==> config.mk <==
export PLATFORM = sky130hd
export DESIGN_NAME = spectral_pred
export DESIGN_NICKNAME = d
export VERILOG_FILES = /design/src/rtl/spectral_pred.sv
export SDC_FILE = /design/constraint.sdc
export NUM_CORES = 2
export LEC_CHECK = 0
export ABC_AREA = 1
export BUFFER_PORTS_ARGS = -buffer_cell sky130_fd_sc_hd__buf_2
export CORE_MARGIN = 4
export CORE_UTILIZATION = 60
export CTS_BUF_LIST = sky130_fd_sc_hd__clkbuf_8
export DETAILED_ROUTE_END_ITERATION = 10
export HOLD_SLACK_MARGIN = 0.02
export PLACE_DENSITY = 0.78
export SLEW_MARGIN = 10
export SYNTH_ARGS = -nofsm -noshare
export SYNTH_HDL_FRONTEND = slang
export SYNTH_SLANG_ARGS = --single-unit
export TNS_END_PERCENT = 5
==> constraint.sdc <==
create_clock -name clk -period 82.5 [get_ports clk]
set_input_delay 0 -clock clk [delete_from_list [all_inputs] [get_ports clk]]
set_output_delay 0 -clock clk [all_outputs]
set_load 0.1 [all_outputs]
==> src/rtl/spectral_pred.sv <==
module spectral_pred #(
  parameter int W     = 16,
  parameter int NB    = 16,
  parameter int DW    = 4,
  parameter int WF    = 13,
  parameter int MU    = 4,
  parameter int INIT0 = 8192
) (
  input  logic          clk,
  input  logic          rst_n,
  input  logic [DW-1:0] delta,
  input  logic          s_valid,
  output logic          s_ready,
  input  logic [W-1:0]  s_data,
  input  logic          s_first,
  input  logic          s_last,
  input  logic          s_sof,
  output logic          m_valid,
  input  logic          m_ready,
  output logic [W:0]    m_code,
  output logic          m_last
);
  localparam int BW = (NB > 1) ? $clog2(NB) : 1;
  localparam int AW = 2 * W + 4;
  localparam int EW = W + 2;
  localparam int RW = W + DW + 4;
  localparam int TW = W + 2;
  localparam logic [W-1:0] MID  = W'(1) << (W - 1);
  localparam logic [W-1:0] MAXV = '1;
  localparam logic signed [AW-1:0] PMAX = AW'((64'd1 << W) - 1);
  localparam logic signed [AW-1:0] PRND = AW'(1) <<< (WF - 1);
  localparam logic signed [RW-1:0] RMAX = RW'((64'd1 << W) - 1);
  localparam logic signed [TW-1:0] WMAX = TW'((1 << (W - 1)) - 1);
  localparam logic signed [TW-1:0] WMIN = -TW'(1 << (W - 1));

  function automatic logic signed [W-1:0] init_w(input int j);
    return (j == 0) ? W'(INIT0) : '0;
  endfunction

  logic signed [W-1:0] wgt [NB][3];
  logic [W-1:0]        hist [3];
  logic [BW-1:0]       bcnt;

  logic [BW-1:0]       band;
  logic                take;
  logic signed [W-1:0] wc [3];
  logic signed [W-1:0] nw [3];
  logic [2:0]          use_n;
  logic signed [AW-1:0] acc, psh;
  logic [W-1:0]        pred, rec;
  logic signed [EW-1:0] e;
  logic                neg, qneg;
  logic [W:0]          mag, sumq, qmag;
  logic [DW:0]         m;
  logic [W+DW+1:0]     qm;
  logic signed [RW-1:0] rsum;
  logic [W:0]          code;
  logic                up, dn;

  assign s_ready = !m_valid || m_ready;
  assign take    = s_valid && s_ready;
  assign band    = s_first ? '0 : bcnt;
  assign m       = {delta, 1'b1};

  always_comb begin
    acc = '0;
    for (int j = 0; j < 3; j++) begin
      wc[j]    = s_sof ? init_w(j) : wgt[band][j];
      use_n[j] = (32'(band) > j);
      if (use_n[j])
        acc = acc + AW'(wc[j]) * AW'($signed({1'b0, hist[j]}));
    end
    psh = (acc + PRND) >>> WF;
    if (band == '0)     pred = MID;
    else if (psh < 0)   pred = '0;
    else if (psh > PMAX) pred = MAXV;
    else                pred = psh[W-1:0];
  end

  assign e    = $signed({2'b00, s_data}) - $signed({2'b00, pred});
  assign neg  = e[EW-1];
  assign mag  = neg ? (W+1)'(-e) : (W+1)'(e);
  assign sumq = mag + (W+1)'(delta);
  assign qmag = sumq / (W+1)'(m);
  assign qneg = neg && (qmag != '0);
  assign qm   = (W+DW+2)'(qmag) * (W+DW+2)'(m);

  always_comb begin
    if (qneg) rsum = $signed(RW'(pred)) - $signed(RW'(qm));
    else      rsum = $signed(RW'(pred)) + $signed(RW'(qm));
    if (rsum < 0)         rec = '0;
    else if (rsum > RMAX) rec = MAXV;
    else                  rec = rsum[W-1:0];
  end

  assign code = qneg ? (W+1)'({qmag, 1'b0} - (W+2)'(1)) : (W+1)'({qmag, 1'b0});
  assign up   = rec > pred;
  assign dn   = rec < pred;

  always_comb begin
    for (int j = 0; j < 3; j++) begin
      logic signed [TW-1:0] t, st;
      st = $signed(TW'(hist[j] >> MU));
      t  = TW'(wc[j]);
      if (up)      t = t + st;
      else if (dn) t = t - st;
      if (!use_n[j])   nw[j] = wc[j];
      else if (t > WMAX) nw[j] = WMAX[W-1:0];
      else if (t < WMIN) nw[j] = WMIN[W-1:0];
      else             nw[j] = t[W-1:0];
    end
  end

  always_ff @(posedge clk) begin
    if (!rst_n) begin
      m_valid <= 1'b0;
      m_code  <= '0;
      m_last  <= 1'b0;
      bcnt    <= '0;
      for (int j = 0; j < 3; j++) hist[j] <= '0;
      for (int b = 0; b < NB; b++)
        for (int j = 0; j < 3; j++) wgt[b][j] <= init_w(j);
    end else begin
      if (s_ready) m_valid <= s_valid;
      if (take) begin
        m_code  <= code;
        m_last  <= s_last;
        hist[0] <= rec;
        hist[1] <= hist[0];
        hist[2] <= hist[1];
        if (s_last)                  bcnt <= '0;
        else if (band == BW'(NB - 1)) bcnt <= band;
        else                         bcnt <= band + 1'b1;
        if (s_sof)
          for (int b = 0; b < NB; b++)
            for (int j = 0; j < 3; j++) wgt[b][j] <= init_w(j);
        for (int j = 0; j < 3; j++) wgt[band][j] <= nw[j];
      end
    end
  end
endmodule

-- After elaboration in Yosys (flattened, before gate mapping)
Memory sizes are Yosys's and may differ from the RTL's.
Cells that the tools add are included.
- memories kept: 2
- memory bits (writable): 816
- word-level logic and storage cells: 191
- output and inout bits: 20
- bits of input ports: 27
- register bits: 23
- memory list (memory ; words ; width ; read ports ; clocked after Yosys merged registers in ; write ports ; line ; RTL):
    wgt ; 16 ; 48 ; 1 ; 0 ; 17 ; 40 ; logic signed [W-1:0] wgt [NB][3];
    hist ; 3 ; 16 ; 3 ; 0 ; 3 ; 41 ; logic [W-1:0] hist [3];
- muxes and demuxes: 91
- equality and inequality tests: 1
- multiply operators: 4
- reductions and logical operators: 6
- div/mod/pow operators: 1
- order comparisons: 15
- bitwise gates (word level): 51
- $add $sub $neg: 16
- operators with widths (operator ; number):
    $mux W16 ; 68
    $mux W18 ; 6
    $mux W36 ; 3
    $mul A16 B17 Y33 ; 3
    $add A36 B33 Y36 ; 2
    $gt A18 B16 Y1 const B ; 3
    $lt A18 B16 Y1 const B ; 3
    $add A16 B13 Y17 ; 3
    $or A1 B1 Y1 ; 51
    $sub A16 B13 Y17 ; 3
    $add A36 B14 Y36 const B ; 1
    $mux W17 ; 2
    $gt A24 B17 Y1 const B ; 1
    $lt A24 B1 Y1 const B ; 1
    $mux W24 ; 1
    $add A16 B22 Y23 ; 1
    $gt A23 B17 Y1 const B ; 1
    $lt A23 B1 Y1 const B ; 1
    $sub A16 B22 Y23 ; 1
    $mul A17 B5 Y22 ; 1
    $add A17 B4 Y17 ; 1
    $div A17 B5 Y17 ; 1
    $neg A17 Y17 ; 1
    $reduce_bool A17 Y1 ; 1
    other kinds (14) ; 25

-- Longest topological paths before layout
An unclocked memory read counts as a cell.
- word-level depth: 32
- gate-level depth with buffers: 382
- depth with buffers taken out: 357

-- Worst setup path before layout
OpenSTA, ideal clock, no wires.
- path type: reg-to-reg
- start point: reg bcnt[0]
- end point: mem wgt[10][33] in the netlist's numbering, data pin
- library setup time: 0.266 ns
- path buffers: 31
- path slack: 27.193 ns
- data arrival time: 55.041 ns
- cell stages (with the launch flop): 355
- data required time: 82.234 ns
- period minus slack after synthesis: 55.307 ns
- cells stage by stage: dfxtp_1 > clkbuf_1 > inv_1 > nor2_1 > inv_1 > clkbuf_1 > clkbuf_1 > buf_1 > buf_1 > clkbuf_1 > buf_1 > clkbuf_1 > nand2_1 > a32o_1 > a32oi_1 > nand2_1 > inv_1 > clkbuf_1 > [... 319 more ...] > nand4_1 > or2_2 > nand2_1 > inv_1 > nor2_1 > nand3b_1 > o31ai_1 > xor2_1 > inv_1 > nor2_1 > inv_1 > clkbuf_1 > nand2_1 > nand2_1 > o21a_1 > inv_1 > buf_1 > nor2_1
- RTL lines (what ; line ; RTL):
    start: declaration ; 42 ; logic [BW-1:0] bcnt;
    start signal: assignment ; 132 ; else if (band == BW'(NB - 1)) bcnt <= band;
    start signal: assignment ; 133 ; else bcnt <= band + 1'b1;
    end: declaration ; 40 ;

==> metrics.cfg <==
[clocking]
clock_sinks = 839
postCtsHoldBufs = 13
clock_latency_ps = 910
cts_made_buffers = 141
cts_resized = 0
cts-root-buf = clkbuf_8
cts_htree_levels = 4
clkTransAtPathRegs_ps = 70
post_cts_buffers = 0
cts_tree = built
clockBufferDepth = 3

[global_route]
grt_pass1_vias = 67900
grt_antenna_before_repair = 6
grt_max_degree = 221
grt_pass1_wl_um = 387000
globalRouteTotalUtil = 0.357
grt_overflow_total = 0

[place]
gp_congestion = 0.984
portBuffers = 46
placed_area_mm2 = 0.0821
hpwl_um = 174000

[die]
dieArea_mm2 = 0.140
fp-row-count = 134
core_area_mm2 = 0.133
dieWidth_um = 374
io_pins = 47
initial_utilization = 0.604
die_h_um = 374

[logic_synthesis]
synth_seq_cells = 839
postSynthCellCount = 9647
yosysSeqAreaShare = 0.310
synth-edff-count = 816
synthTopCellsByArea = edfxtp_1, fa_1, ha_1
yosys_warnings = 0
synth_area_mm2 = 0.0805
async_flop_share = 0
synth_cell_types = 73
syn_avg_cell_area_um2 = 8.34
synth_top_area_share = 0.305
ys_dominant_reg_cell = edfxtp_1
synth_top_area_cell = edfxtp_1

[worst_hold_path]
hold_class = input pin to flop
hp-start = delta[0]
hold_depth = 8

[routing]
drt_wl_total_um = 253000
drcViolationCount = 0
drtIter0Drc = 8675
dr_total_vias = 68800
maxUsedRoutingLayer = met5
firstDrtPassIters = 9
met2WireLength_um = 115000
wl_per_cell_um = 22.2
routed-wl-met3_um = 31600
ant_nets = 0
wirelength_met1_um = 91100
vias_per_cell = 6.03

[critical_path]
end_kind = flop
critPathKind = flop to flop
crit_arrival_ps = 65810
worstPathMaxFanout = 95
required_ps = 83230
worstReg2RegStart = bcnt[1]
cpMostUsedCell = inv_1
cpPeakStageDelay_ps = 820
startpoint = bcnt[1]
start_kind = flop
reg2reg_depth = 342
worst_path_max_delay_cell = nor2_1

[sta]
maxSlewHeadroom = 0.159
finalSetupTns_ps = 0
slew_viol_final = 0
setup_violations = 0
fin_crit_ps = 65080
skew_ps = 74.6
final_hold_viol_count = 0
period_share = 0.789
tightest_slew_ps = 1250
clock.fmax_ghz = 0.0154
rsz0062_at_grt = no

[finish]
layout_common_cells = nand2_1, inv_1, nor2_1
layout_commonest_cell = nand2_1
nNetsFinal = 10900
area_growth_pct = 5.47
drive_gt1_frac = 0.0613
postLayoutCellArea_mm2 = 0.0849
fin_util = 0.637

[flow_run]
drv_cap = 0

[run_status]
status = finished clean

## worst paths after layout
kind / endpoint / slack (ps)
min reg2reg: m_code[3] / 450
max reg2reg: wgt[4][40] / 17420
min: m_code[16] / 180
max: wgt[4][40] / 17420
## cell type report
class                           count  area, µm²
Multi-Input combinational cell   6721      47600
Clock inverter                    101        646
Clock buffer                      143       1970
Antenna cell                        7       17.5
Inverter                         1660       6250
Timing Repair Buffer              161       1160
Tap cell                         1768       2210
Sequential cell                   839      25000
Fill cell                       11100      48400
## routing by layer
| layer | vias up | track usage |
|---|---|---|
| li1 | 30500 | - |
| met2 | 4524 | 0.564 |
| met3 | 1007 | 0.0864 |
| met5 | - | 0 |
| met1 | 32700 | 0.456 |
| met4 | 6 | 0.189 |
## stage by stage
step / hold WS, ps / cells / setup WS (ps)
floorplan: 139 / 9655 / 27190
global placement: 254 / 11100 / 20660
detailed placement: 264 / 11100 / 18490
CTS: 79.3 / 11400 / 18390
global route: 261 / 11400 / 11480
finish: 183 / 11400 / 17420
## state kept, by name, summed over array words and instances, names as in the netlist
signal and cells:
hist 48, m_last 1, bcnt 4, wgt 768, m_code 17, m_valid 1
## worst max-delay path, delay by kind of cell, from the launching register on
| family | cells | cell delay (ps) |
|---|---|---|
| AND/OR/NAND/NOR | 156 | 24820 |
| adder cells (fa/ha/maj) | 44 | 16150 |
| AO/OA/AOI/OAI | 64 | 12080 |
| buffers and inverters | 69 | 9070 |
| XOR/XNOR | 9 | 2260 |
| flip-flops | 1 | 310 |
## synth_stat cells (7+ instances only)
cell and number:
and2_1 9, a31oi_1 14, nor2_2 15, a32o_1 65
nor4_1 8, a211oi_1 12, nand2_4 7, inv_2 36
inv_1 1584, nand3b_1 17, a32oi_1 96, nor2_4 15
fa_1 705, o22ai_1 49, edfxtp_1 816, nand3_4 9
a22oi_1 41, o31ai_1 26, xnor2_1 57, a21oi_1 411
clkinv_1 38, o211ai_1 13, nand2_2 39, or2_2 33
o21ai_0 248, xor2_1 138, buf_6 16, o21a_1 30
nor2_1 1509, clkbuf_1 331, nor3_1 54, buf_1 79
nand3_1 233, a21o_1 14, nand3_2 29, ha_1 607
a221oi_1 47, o21bai_1 31, nand2_1 1959, o21ai_1 33
nand4_1 82, dfxtp_1 23
## logic make-up (layout without fill, tap and decap cells)
kind of cell             Yosys count  count (layout)  synth area share
AND/OR/NAND/NOR                 4035            4035             0.207
buffers and inverters           2095            2065            0.0997
multiplexers                       2               2          0.000249
XOR/XNOR                         197             197            0.0216
other                              2              17         0.0000933
adder cells (fa/ha/maj)         1312            1312             0.270
flip-flops                       839             839             0.310
AO/OA/AOI/OAI                   1165            1165            0.0912
Power is not shown: default switching activity piles up to over one toggle a cycle in this logic, so the estimate is an artifact.
